$ cat config.mk
export PLATFORM = sky130hd
export DESIGN_NAME = lpss_ctrl
export DESIGN_NICKNAME = d
export VERILOG_FILES = /design/src/rtl/lpss_pkg.sv /design/src/rtl/lpss_timer.sv /design/src/rtl/lpss_fsm.sv /design/src/rtl/lpss_ctrl.sv
export SDC_FILE = /design/constraint.sdc
export NUM_CORES = 1
export LEC_CHECK = 0
export BUFFER_PORTS_ARGS = -buffer_cell sky130_fd_sc_hd__buf_2
export CORE_MARGIN = 8
export CORE_UTILIZATION = 45
export DETAILED_ROUTE_END_ITERATION = 8
export GPL_ROUTABILITY_DRIVEN = 1
export GPL_TIMING_DRIVEN = 0
export MAX_ROUTING_LAYER = met4
export PLACE_DENSITY_LB_ADDON = 0.15
export SLEW_MARGIN = 20
export SYNTH_ARGS = -nofsm -noshare
export SYNTH_HDL_FRONTEND = slang
export SYNTH_SLANG_ARGS = --single-unit
$ cat constraint.sdc
create_clock -name clk -period 4.98 [get_ports clk]
set_input_delay 0.498 -clock clk [delete_from_list [all_inputs] [get_ports clk]]
set_output_delay 0.498 -clock clk [all_outputs]
set_load 0.05 [all_outputs]
$ cat src/rtl/lpss_pkg.sv
package lpss_pkg;

    typedef enum logic [3:0] {
        SS_DOWN  = 4'd0,
        SS_L10   = 4'd1,
        SS_L11   = 4'd2,
        SS_HOLD  = 4'd3,
        SS_RAMP  = 4'd4,
        SS_IDLE  = 4'd5,
        SS_XCLK  = 4'd6,
        SS_XBIAS = 4'd7,
        SS_XREQ  = 4'd8
    } ss_e;

    typedef struct packed {
        logic l1_in;
        logic en_l11;
        logic en_l12;
        logic training;
        logic permit;
        logic wake;
        logic refclk_ok;
        logic ramp_done;
    } ss_cond_t;

    function automatic logic clk_off_state(ss_e s);
        return (s == SS_L11) || (s == SS_HOLD) || (s == SS_RAMP) || (s == SS_IDLE);
    endfunction

endpackage

$ cat src/rtl/lpss_timer.sv
module lpss_timer #(
    parameter int W = 8
) (
    input  logic         clk,
    input  logic         rst,
    input  logic         load,
    input  logic [W-1:0] load_val,
    input  logic         tick,
    output logic         zero
);
    logic [W-1:0] cnt_q;

    always_ff @(posedge clk) begin
        if (rst)                          cnt_q <= '0;
        else if (load)                    cnt_q <= load_val;
        else if (tick && cnt_q != '0)     cnt_q <= cnt_q - 1'b1;
    end

    assign zero = (cnt_q == '0);


    cnt_monotone_chk: assert property (@(posedge clk) disable iff (rst)
        !load |=> cnt_q <= $past(cnt_q));


    idle_no_tick_chk: assert property (@(posedge clk) disable iff (rst)
        (!load && !tick) |=> $stable(cnt_q));

endmodule

$ cat src/rtl/lpss_fsm.sv
module lpss_fsm
    import lpss_pkg::*;
(
    input  logic     clk,
    input  logic     rst,
    input  ss_cond_t cond,
    input  logic     hold_zero,
    input  logic     pon_zero,
    output logic     hold_load,
    output logic     pon_load,
    output ss_e      state,
    output logic     bias_off
);
    ss_e  state_q, nxt;
    logic bias_off_q;

    always_comb begin
        nxt = state_q;
        unique case (state_q)
            SS_DOWN:  if (cond.l1_in) nxt = SS_L10;
            SS_L10: begin
                if (!cond.l1_in)      nxt = SS_DOWN;
                else if (cond.wake)   nxt = SS_XREQ;
                else if (cond.en_l11) nxt = SS_L11;
            end
            SS_L11: begin
                if (cond.wake) nxt = SS_XCLK;
                else if (cond.en_l12 && cond.permit && !cond.training) nxt = SS_HOLD;
            end
            SS_HOLD: begin
                if (cond.wake)      nxt = SS_XCLK;
                else if (hold_zero) nxt = SS_RAMP;
            end
            SS_RAMP: begin
                if (cond.wake)           nxt = SS_XCLK;
                else if (cond.ramp_done) nxt = SS_IDLE;
            end
            SS_IDLE:  if (cond.wake) nxt = SS_XCLK;
            SS_XCLK:  if (cond.refclk_ok) nxt = bias_off_q ? SS_XBIAS : SS_XREQ;
            SS_XBIAS: if (pon_zero) nxt = SS_XREQ;
            SS_XREQ:  if (!cond.l1_in) nxt = SS_DOWN;
            default:  nxt = SS_DOWN;
        endcase
    end

    assign hold_load = (nxt == SS_HOLD)  && (state_q != SS_HOLD);
    assign pon_load  = (nxt == SS_XBIAS) && (state_q != SS_XBIAS);

    always_ff @(posedge clk) begin
        if (rst) begin
            state_q    <= SS_DOWN;
            bias_off_q <= 1'b0;
        end else begin
            state_q <= nxt;
            if (nxt == SS_RAMP && state_q != SS_RAMP) bias_off_q <= 1'b1;
            else if (pon_load)                        bias_off_q <= 1'b0;
        end
    end

    assign state    = state_q;
    assign bias_off = bias_off_q;


    hold_only_from_l11_chk: assert property (@(posedge clk) disable iff (rst)
        (state_q != SS_L11 && state_q != SS_HOLD) |=> state_q != SS_HOLD);


    no_entry_in_training_chk: assert property (@(posedge clk) disable iff (rst)
        (state_q == SS_L11 && cond.training) |=> state_q != SS_HOLD);


    hold_before_ramp_chk: assert property (@(posedge clk) disable iff (rst)
        (state_q == SS_HOLD && !hold_zero && !cond.wake) |=> state_q == SS_HOLD);


    bias_kept_in_hold_chk: assert property (@(posedge clk) disable iff (rst)
        (state_q == SS_HOLD) |-> !bias_off_q);


    wake_leaves_chk: assert property (@(posedge clk) disable iff (rst)
        (clk_off_state(state_q) && cond.wake) |=> state_q == SS_XCLK);


    clk_wait_chk: assert property (@(posedge clk) disable iff (rst)
        (state_q == SS_XCLK && !cond.refclk_ok) |=> state_q == SS_XCLK);


    pon_wait_chk: assert property (@(posedge clk) disable iff (rst)
        (state_q == SS_XBIAS && !pon_zero) |=> state_q == SS_XBIAS);

endmodule

$ cat src/rtl/lpss_ctrl.sv
module lpss_ctrl
    import lpss_pkg::*;
#(
    parameter int HOLD_W = 8,
    parameter int PON_W  = 10
) (
    input  logic              clk,
    input  logic              rst,
    input  logic              l1_entered,
    input  logic              us_tick,
    input  logic              l11_en,
    input  logic              l12_en,
    input  logic              train_cfg_rec,
    input  logic              l12_permit,
    input  logic              txn_pending,
    input  logic              partner_clk_req,
    input  logic              refclk_stable,
    input  logic              bias_down_done,
    input  logic [HOLD_W-1:0] cm_hold_us,
    input  logic [PON_W-1:0]  pwr_on_us,
    output logic              clk_req_release,
    output logic              cm_bias_en,
    output logic              l1_exit_req,
    output logic [3:0]        substate
);
    ss_cond_t cond;
    ss_e      state;
    logic     hold_load, pon_load, hold_zero, pon_zero, bias_off;

    always_comb begin
        cond.l1_in     = l1_entered;
        cond.en_l11    = l11_en;
        cond.en_l12    = l12_en;
        cond.training  = train_cfg_rec;
        cond.permit    = l12_permit;
        cond.wake      = txn_pending | partner_clk_req;
        cond.refclk_ok = refclk_stable;
        cond.ramp_done = bias_down_done;
    end

    lpss_fsm u_fsm (
        .clk       (clk),
        .rst       (rst),
        .cond      (cond),
        .hold_zero (hold_zero),
        .pon_zero  (pon_zero),
        .hold_load (hold_load),
        .pon_load  (pon_load),
        .state     (state),
        .bias_off  (bias_off)
    );

    lpss_timer #(.W(HOLD_W)) u_hold_tmr (
        .clk      (clk),
        .rst      (rst),
        .load     (hold_load),
        .load_val (cm_hold_us),
        .tick     (us_tick),
        .zero     (hold_zero)
    );

    lpss_timer #(.W(PON_W)) u_pon_tmr (
        .clk      (clk),
        .rst      (rst),
        .load     (pon_load),
        .load_val (pwr_on_us),
        .tick     (us_tick),
        .zero     (pon_zero)
    );

    assign clk_req_release = clk_off_state(state);
    assign cm_bias_en      = !bias_off;
    assign l1_exit_req     = (state == SS_XREQ);
    assign substate        = state;


    exit_req_held_chk: assert property (@(posedge clk) disable iff (rst)
        (l1_exit_req && l1_entered) |=> l1_exit_req);


    bias_off_until_restore_chk: assert property (@(posedge clk) disable iff (rst)
        (!cm_bias_en && substate != 4'd7) |=> (!cm_bias_en || substate == 4'd7));

endmodule

# Word-level counts from Yosys, hierarchy flattened
# Index checks and enable logic that the tools add are counted.
# W data, S select, Z words.
# totals
ff_bits,23
elab_cells,63
input_bits,30
# classes
mux,22
n_bitwise,1
eq_ne,14
add_sub_neg,2
reduce_logical,20
# ops
cell,count
$mux W4,15
$pmux W4 S9,1
$eq A4 B3 Y1 const B,6
$mux W10,2
$mux W8,2
$eq A4 B2 Y1 const B,3
$logic_not A10 Y1,1
$reduce_bool A10 Y1,1
$sub A10 B1 Y10 const B,1
$logic_not A8 Y1,1
$ne A4 B3 Y1 const B,2
$reduce_bool A8 Y1,1
$sub A8 B1 Y8 const B,1
$logic_and A1 B1 Y1,7
$reduce_bool A2 Y1,3
$eq A4 B1 Y1 const B,1
$eq A4 B4 Y1 const B,1
$logic_not A4 Y1,1
$ne A4 B2 Y1 const B,1
$logic_or A1 B1 Y1,3
$logic_not A1 Y1,2
$mux W1,2
$or A1 B1 Y1,1

# Longest topological paths before layout
# Gate-level depths: netlist of the first run.
# logic_depth
depth_word,9
ltp_mapped,8
mapped_depth_nobuf,7

# Hierarchy
# Synthesis of the first run repeated with hierarchy kept, for this count alone.
# hier_totals
cells_unflattened,190
area_unflattened_um2,1617.8
# by_module_without_submodules
module,area_per_inst_um2,cells_per_inst,seq_area_each_um2,instances
lpss_timer at u_pon_tmr,626.9,72,200.2,1
lpss_timer at u_hold_tmr,515.5,59,160.2,1
lpss_fsm,437.9,54,100.1,1
lpss_ctrl,37.5,5,0.0,1

# Least setup slack after synthesis of the first run
# OpenSTA, ideal clock, no wires.
# synth_path
path_kind,reg2out
from,"register u_fsm.state_q[3], in the netlist u_fsm.state[3]"
to,output port l1_exit_req
path_buffers,1
arrival_time_ps,2453
stages_incl_launch_ff,4
path_slack_ps,2029
path_cell_list,dfxtp_1 -> buf_2 -> inv_1 -> nor4_1
# synth_via
elab_chain_len,1
# synth_lines
element,line,text
from (decl),lpss_fsm.sv:14,"ss_e state_q, nxt;"
from (signal assigned),lpss_fsm.sv:54,state_q <= nxt;
$eq A4 B4 Y1,lpss_ctrl.sv:73,assign l1_exit_req = (state == SS_XREQ);
to (decl),lpss_ctrl.sv:23,"output logic l1_exit_req,"
# No other way between the ends.

# Final worst setup path of the first run
# layout_path
from,"register u_fsm.state_q[1], in the netlist u_fsm.state[1]"
to,register u_hold_tmr.cnt_q[2]
# layout_via
elab_chain_len,7
elab_cells_between_ends,29
classes_between,eq/ne (10); mux (16); reduce/logical (3)
# layout_lines
element,line,text
$mux W4,lpss_fsm.sv:24,else if (cond.en_l11) nxt = SS_L11;
$mux W4,lpss_fsm.sv:23,else if (cond.wake) nxt = SS_XREQ;
$mux W4,lpss_fsm.sv:22,if (!cond.l1_in) nxt = SS_DOWN;
$pmux W4 S9,lpss_fsm.sv:19,unique case (state_q)
$eq A4 B2 Y1,lpss_fsm.sv:46,assign hold_load = (nxt == SS_HOLD) && (state_q != SS_HOLD);
$logic_and A1 B1 Y1 *,lpss_fsm.sv:46,
$mux W8 / $reduce_bool A2 Y1 (equally long branches),-,
to (signal assigned),lpss_timer.sv:15,else if (load) cnt_q <= load_val;
to (signal assigned),lpss_timer.sv:16,else if (tick && cnt_q != '0) cnt_q <= cnt_q - 1'b1;
to (decl),lpss_timer.sv:11,logic [W-1:0] cnt_q;
# Every way passes the cells marked *; elsewhere a longest branch is shown, timed or not.
# A chain may end at the register's enable or synchronous reset.

==> results of run 1 <==
## synthesized netlist by cell type (all sizes together), types with 2 or more instances
cell type  number
o211ai          3
or4             2
buf             4
mux2i           2
o21ai           3
inv            12
o21a            2
a31oi           3
a21oi           6
mux2           10
xnor2           7
clkbuf          9
ha              2
nand2b          5
nand2          11
a311oi          2
or3             4
and4b           2
nor2b          10
o31ai           5
or4b            2
a211oi          9
dfxtp          23
nor3            8
nor4            5
nand3b          2
nor2           26
nor3b           2
xor2            5
## worst min-delay path by stage
stage	from	end	cells after the start	slack, ps
floorplan	u_pon_tmr.cnt_q[7]$_SDFFE_PP0P_	u_pon_tmr.cnt_q[7]$_SDFFE_PP0P_	2	490
global placement	u_pon_tmr.cnt_q[7]$_SDFFE_PP0P_	u_pon_tmr.cnt_q[7]$_SDFFE_PP0P_	2	510
detailed placement	u_pon_tmr.cnt_q[7]$_SDFFE_PP0P_	u_pon_tmr.cnt_q[7]$_SDFFE_PP0P_	2	520
CTS	pwr_on_us[1]	u_pon_tmr.cnt_q[1]$_SDFFE_PP0P_	3	400
global route	pwr_on_us[1]	u_pon_tmr.cnt_q[1]$_SDFFE_PP0P_	3	410
finish	pwr_on_us[1]	u_pon_tmr.cnt_q[1]$_SDFFE_PP0P_	3	410
## layout make-up
cell class                      count  area (um2)
Clock buffer                        4        26.3
Tap cell                           46        57.6
Inverter                           12        45.0
Multi-Input combinational cell    151        1060
Sequential cell                    23         460
Buffer                             13        53.8
Timing Repair Buffer               35         175
Fill cell                         336        1520
## power groups by stage
stage | combinational (mW) | sequential (mW) | clock, mW
2_1_floorplan | 0.466 | 0.312 | 0
3_5_place_dp | 0.561 | 0.315 | 0
3_3_place_gp | 0.560 | 0.316 | 0
6_report | 0.566 | 0.312 | 0.0897
5_1_grt | 0.637 | 0.324 | 0.0999
4_1_cts | 0.565 | 0.311 | 0.0926
## cell families after synthesis
family / Yosys count / synth area share [%]
buffers and inverters: 25 / 6.12
adder cells (fa/ha/maj): 2 / 1.55
AND/OR/NAND/NOR: 85 / 28.5
XOR/XNOR: 12 / 6.51
multiplexers: 12 / 8.21
AO/OA/AOI/OAI: 40 / 20.6
flip-flops: 23 / 28.5
## sequential cells by signal, indices dropped and copies added (netlist names)
register	flops
u_pon_tmr.cnt_q	10
u_hold_tmr.cnt_q	8
u_fsm.state	4
u_fsm.bias_off	1
## tightest hold or removal path, cell delays in order
cell,delay [ps]
buf_2,90
nand2_1,50
a21oi_1,50
## routing by layer
layer / vias up / track usage, % / share of wire, %
met5: - / - / 0
met4: 0 / 1.76 / 0.41
met3: 2 / 3.54 / 4.5
met2: 34 / 24.1 / 46
met1: 710 / 16.4 / 49
li1: 793 / - / -
## metrics by stage
stage	total power [mW]	std cells
after floorplan	0.778	199
after global placement	0.876	280
after detailed placement	0.876	280
after CTS	0.969	284
after global routing	1.06	284
final	0.968	284
==> impl_results.md, run 1 <==
- Commonest cells after routing, fill and taps aside: 39 x buf_2, 26 x nor2_1, 23 x dfxtp_1
- P_leak: 0.764 nW
- R2r setup slk: approximately 2100 ps
- Fin Clk Skew: ~1.3 ps
- Root buffer cell: clkbuf_4
- Worst skew pair latency: just over 300 ps
- Vias: ~1500
- Setup tns final: 0 ps
- Critical path capture point type: register
- Num rows: 21
- Synth area leader: dfxtp_1
- Synth cell types: 45
- Commonest non-fill, non-tap cell in the layout: buf_2
- Worst hold path class: input port to register
- DP Worst Slack: 2120 ps
- ANT nets after route: 0
- First-pass GRT wire length: 6840 um
- Worst Setup SP: u_fsm.state[1]$_SDFF_PP0_
- Slowest-stage cell, CP: a2111oi_4
- Global route overflow: 0
- Fin util: between 50% and 60%
- Cts repair resizes: 0
- Initial DRC Count: around 160
- Num CTS Buffers: 3
- CP Launch Type: register
- Core area: approximately 3400 um2
- H-tree depth: 1
- Max_cap viols: 0
- Clock tree buffer depth: 2
- Worst Setup EP: u_hold_tmr.cnt_q[2]$_SDFFE_PP0P_
- Internal Power: 0.545 mW
- Yosys warning count: 0
- Remaining DRCs: 0
- Reg2reg start: u_fsm.state[1]$_SDFF_PP0_
- TritonCTS Sinks: 23
- Sw Ratio: between 40 and 50%
- VDD IR max: a little over 0.3 mV
- Syn Area/Cell: approximately 8 um2
- Hold_buf cts: 0
- Crit path max-delay family: compound AO/OA/AOI/OAI gates
- Post-CTS setup buffers: 0
- Layout cells sized above 1: 24.8%
- Status: completed
- Initial Utilization: ~48%
- Final hold vios: 0
- # setup viols final: 0
- Critical path fanouts, max: 10
- Worst-case hold slack: just over 400 ps
- Max_slew headroom: a little over two fifths
- Period utilisation layout: about 57%
- WP depth: 6
- CP arrival: 3070 ps
- RSZ-0062 raised after global routing: false
- IO buf count: 35
- Fin area: roughly 1900 um2
- Area Overhead vs Synth: 16.0%
- Gpl congestion: between 0.8 and 0.9
- Seq/Total Area, Yosys: approximately 29%
- CTS clk-pin slew, worst paths: between 100 and 150 ps
- PnR worst setup slack: approximately 2100 ps
- Cells on worst reg2reg path: 6
- Nets: roughly 270
- ANT cells: 0
- Die W: around 76 um
- Post-synth ARST share: 0%
- Cell Area, Synth: between 1500 and 2000 um2
- #FFs+latches synth: 23
- Comb power frac: 58.5%
- Post-Syn Nets: approximately 230
- Routed length per instance: between 10 and 15 um
- GRT Total Usage: approximately 14%
- Synth Instances: between 150 and 200
- # IOs: 37
- Largest net degree at the start of global routing: 13
- Area contributors post-synth: dfxtp_1 29%, mux2_2 7.0%, nor2_1 6.0%
- Post-DP Area: between 1500 and 2000 um2
- Sw Pwr: around 0.42 mW
- DRT Wirelength: 3940 um
- Worst Tran Pin Value: approximately 840 ps
- Vias in the first global route: between 1500 and 2000
- WS Path Type: register to register
- Hpwl dp: slightly below 3000 um
- Buffers plus inverters on the worst setup path: 1
- Sequential share of power: about 32%
- F_max: roughly 350 MHz
- Initial antenna violation count: 0
- Die ar.: roughly 5800 um2
- Post-synth top flop: dfxtp_1
- Top-area cell type share of the netlist area: ~29%
- Number of enable flip-flop cells after synthesis: 0
- WP data required: 5200 ps
- Worst-path cell chain: buf_2, nor4bb_1, o21a_1, o31ai_2, a2111oi_4, mux2_2
- Via-to-Cell Ratio: 5.42
- P per Cell Area: approximately 520 nW/um2
- Post-route minimum period: 2860 ps
- Pre-antenna DRT Iters: 4
- Slew Viols, Final: 0
- Die H: approximately 76 um
- FF-to-FF End: u_hold_tmr.cnt_q[2]$_SDFFE_PP0P_
- Clock share of power: about a tenth
- CTS tree: done
- Worst path max stage delay: 720 ps
Power figures use the tool's default switching activity.
==> run 2: changes to the inputs <==
clock period = 2.9 ns   (was 4.98 ns; I/O delays follow)
==> impl_results.md, run 2 (same netlist as run 1, synthesis figures left out) <==
- Remaining DRCs: 0 (unchanged)
- Via-to-Cell Ratio: 5.39 (-0.45%)
- H-tree depth: 1 (unchanged)
- Gpl congestion: 0.893 (unchanged)
- Worst Setup SP: u_pon_tmr.cnt_q[0]$_SDFFE_PP0P_
- Hpwl dp: 2890 um (unchanged)
- TritonCTS Sinks: 23 (unchanged)
- Die H: 75.9 um (unchanged)
- RSZ-0062 raised after global routing: false
- Vias: 1532 (-0.45%)
- Area Overhead vs Synth: 16.4%
- P_leak: 0.764 nW (about the same)
- R2r setup slk: 160 ps (-1960 ps)
- Period utilisation layout: 94.3% (+37 points)
- Slew Viols, Final: 0 (unchanged)
- Clock tree buffer depth: 2 (unchanged)
- F_max: 366 MHz (+4.4%)
- PnR worst setup slack: 165 ps (-1960 ps)
- Crit path max-delay family: compound AO/OA/AOI/OAI gates
- Vias in the first global route: 1545 (unchanged)
- Start point of the worst hold path: pwr_on_us[1]
- Core area: 3390 um2 (unchanged)
- Commonest cells after routing, fill and taps aside: 39 x buf_2, 26 x nor2_1, 23 x dfxtp_1
- Commonest non-fill, non-tap cell in the layout: buf_2
- Status: completed
- GRT Total Usage: 14.0% (unchanged)
- Worst hold path class: input port to register
- Global route overflow: 0 (unchanged)
- Initial antenna violation count: 0 (unchanged)
- Die ar.: 5760 um2 (unchanged)
- Worst skew pair latency: 310 ps (about the same)
- Worst Tran Pin Value: 692 ps (-145 ps)
- Most flop-heavy register: u_pon_tmr.cnt_q
- ANT nets after route: 0 (unchanged)
- # fillers: 335 (-0.30%)
- Post-route minimum period: 2740 ps (-120 ps)
- IO buf count: 35 (unchanged)
- DP Cell Count: 280 (unchanged)
- Final cell count without fillers: 284 (unchanged)
- Die W: 75.9 um (unchanged)
- Root buffer cell: clkbuf_4
- Initial Utilization: 47.7% (unchanged)
- P per Cell Area: 883 nW/um2 (+71%)
- Hold_buf cts: 0 (unchanged)
- Max FFs per register: 10 (unchanged)
- Fin util: 55.5% (+0.18 points)
- Critical path capture point type: register
- Fin area: 1880 um2 (+0.33%)
- CTS tree: done
- Largest net degree at the start of global routing: 13 (unchanged)
- Fin Clk Skew: 0.995 ps (-0.290 ps)
- # IOs: 37 (unchanged)
- DP Worst Slack: 43.1 ps (-2080 ps)
- Pre-antenna DRT Iters: 4 (unchanged)
- Routed length per instance: 13.8 um (-0.58%)
- CP arrival: 2950 ps (-120 ps)
- WS Path Type: register to register
- Nets: 271 (unchanged)
- Reg area: 460 um2 (unchanged)
- Worst-case hold slack: 202 ps (-207 ps)
- Layout cells sized above 1: 25.2% (+0.42 points)
- CTS clk-pin slew, worst paths: 130 ps (about the same)
- First-pass GRT wire length: 6840 um (unchanged)
- Post-DP Area: 1850 um2 (unchanged)
- Reg2reg start: u_pon_tmr.cnt_q[0]$_SDFFE_PP0P_
- Initial DRC Count: 153 (-2.5%)
- Max_slew headroom: 53.9% (+10 points)
- Setup tns final: 0 ps (unchanged)
- VDD IR max: 0.530 mV (+72%)
- Worst path max stage delay: 560 ps (-160 ps)
- Critical path fanouts, max: 8 (-2)
- Slowest-stage cell, CP: a2111oi_4
- WP data required: 3120 ps (-2080 ps)
- Num CTS Buffers: 3 (unchanged)
- ANT cells: 0 (unchanged)
- CP Launch Type: register
- Power, Total: 1.66 mW (+72%)
- Multi-input logic area: 1060 um2 (+0.59%)
- Max_cap viols: 0 (unchanged)
- Worst-path cell chain: inv_1, ha_1, or4b_1, o31ai_4, o31ai_1, a2111oi_4, mux2_2
- DRT Wirelength: 3920 um (-0.58%)
- Num rows: 21 (unchanged)
- Buffers plus inverters on the worst setup path: 1 (unchanged)
- # setup viols final: 0 (unchanged)
- Final hold vios: 0 (unchanged)
## run 2: worst paths after layout
kind                                      end  depth (start not counted)
min           u_pon_tmr.cnt_q[1]$_SDFFE_PP0P_                          3
min reg2reg   u_pon_tmr.cnt_q[7]$_SDFFE_PP0P_                          2
max          u_hold_tmr.cnt_q[2]$_SDFFE_PP0P_                          7
max reg2reg  u_hold_tmr.cnt_q[2]$_SDFFE_PP0P_                          7
## run 2: worst min-delay path, stage by stage
cell     delay, ps
buf_2           90
nand2_1         50
a21oi_1         50
## run 2: timing repair
item                                    in CTS  in global routing
setup buffers                                0                  0
endpoints found under the setup margin       0                  8
gates resized for setup                      0                  1
## run 2: final cells by class
class / instances / area share, %
Buffer: 13 / 2.86
Clock buffer: 4 / 1.40
Sequential cell: 23 / 24.5
Tap cell: 46 / 3.06
Multi-Input combinational cell: 151 / 56.5
Timing Repair Buffer: 35 / 9.31
Inverter: 12 / 2.40
## run 2: where the power goes
| group | internal (mW) | switching (mW) |
|---|---|---|
| clock | 0.0537 | 0.100 |
| combinational | 0.456 | 0.516 |
| sequential | 0.426 | 0.109 |
| total | 0.936 | 0.725 |
## run 2: routing by layer
| metal | GRT usage [%] | share of wire [%] | routed length (um) |
|---|---|---|---|
| met5 | - | 0 | 0 |
| met4 | 1.76 | 0.41 | 16 |
| met3 | 3.54 | 4.1 | 162 |
| met2 | 24.1 | 47 | 1820 |
| met1 | 16.4 | 49 | 1920 |
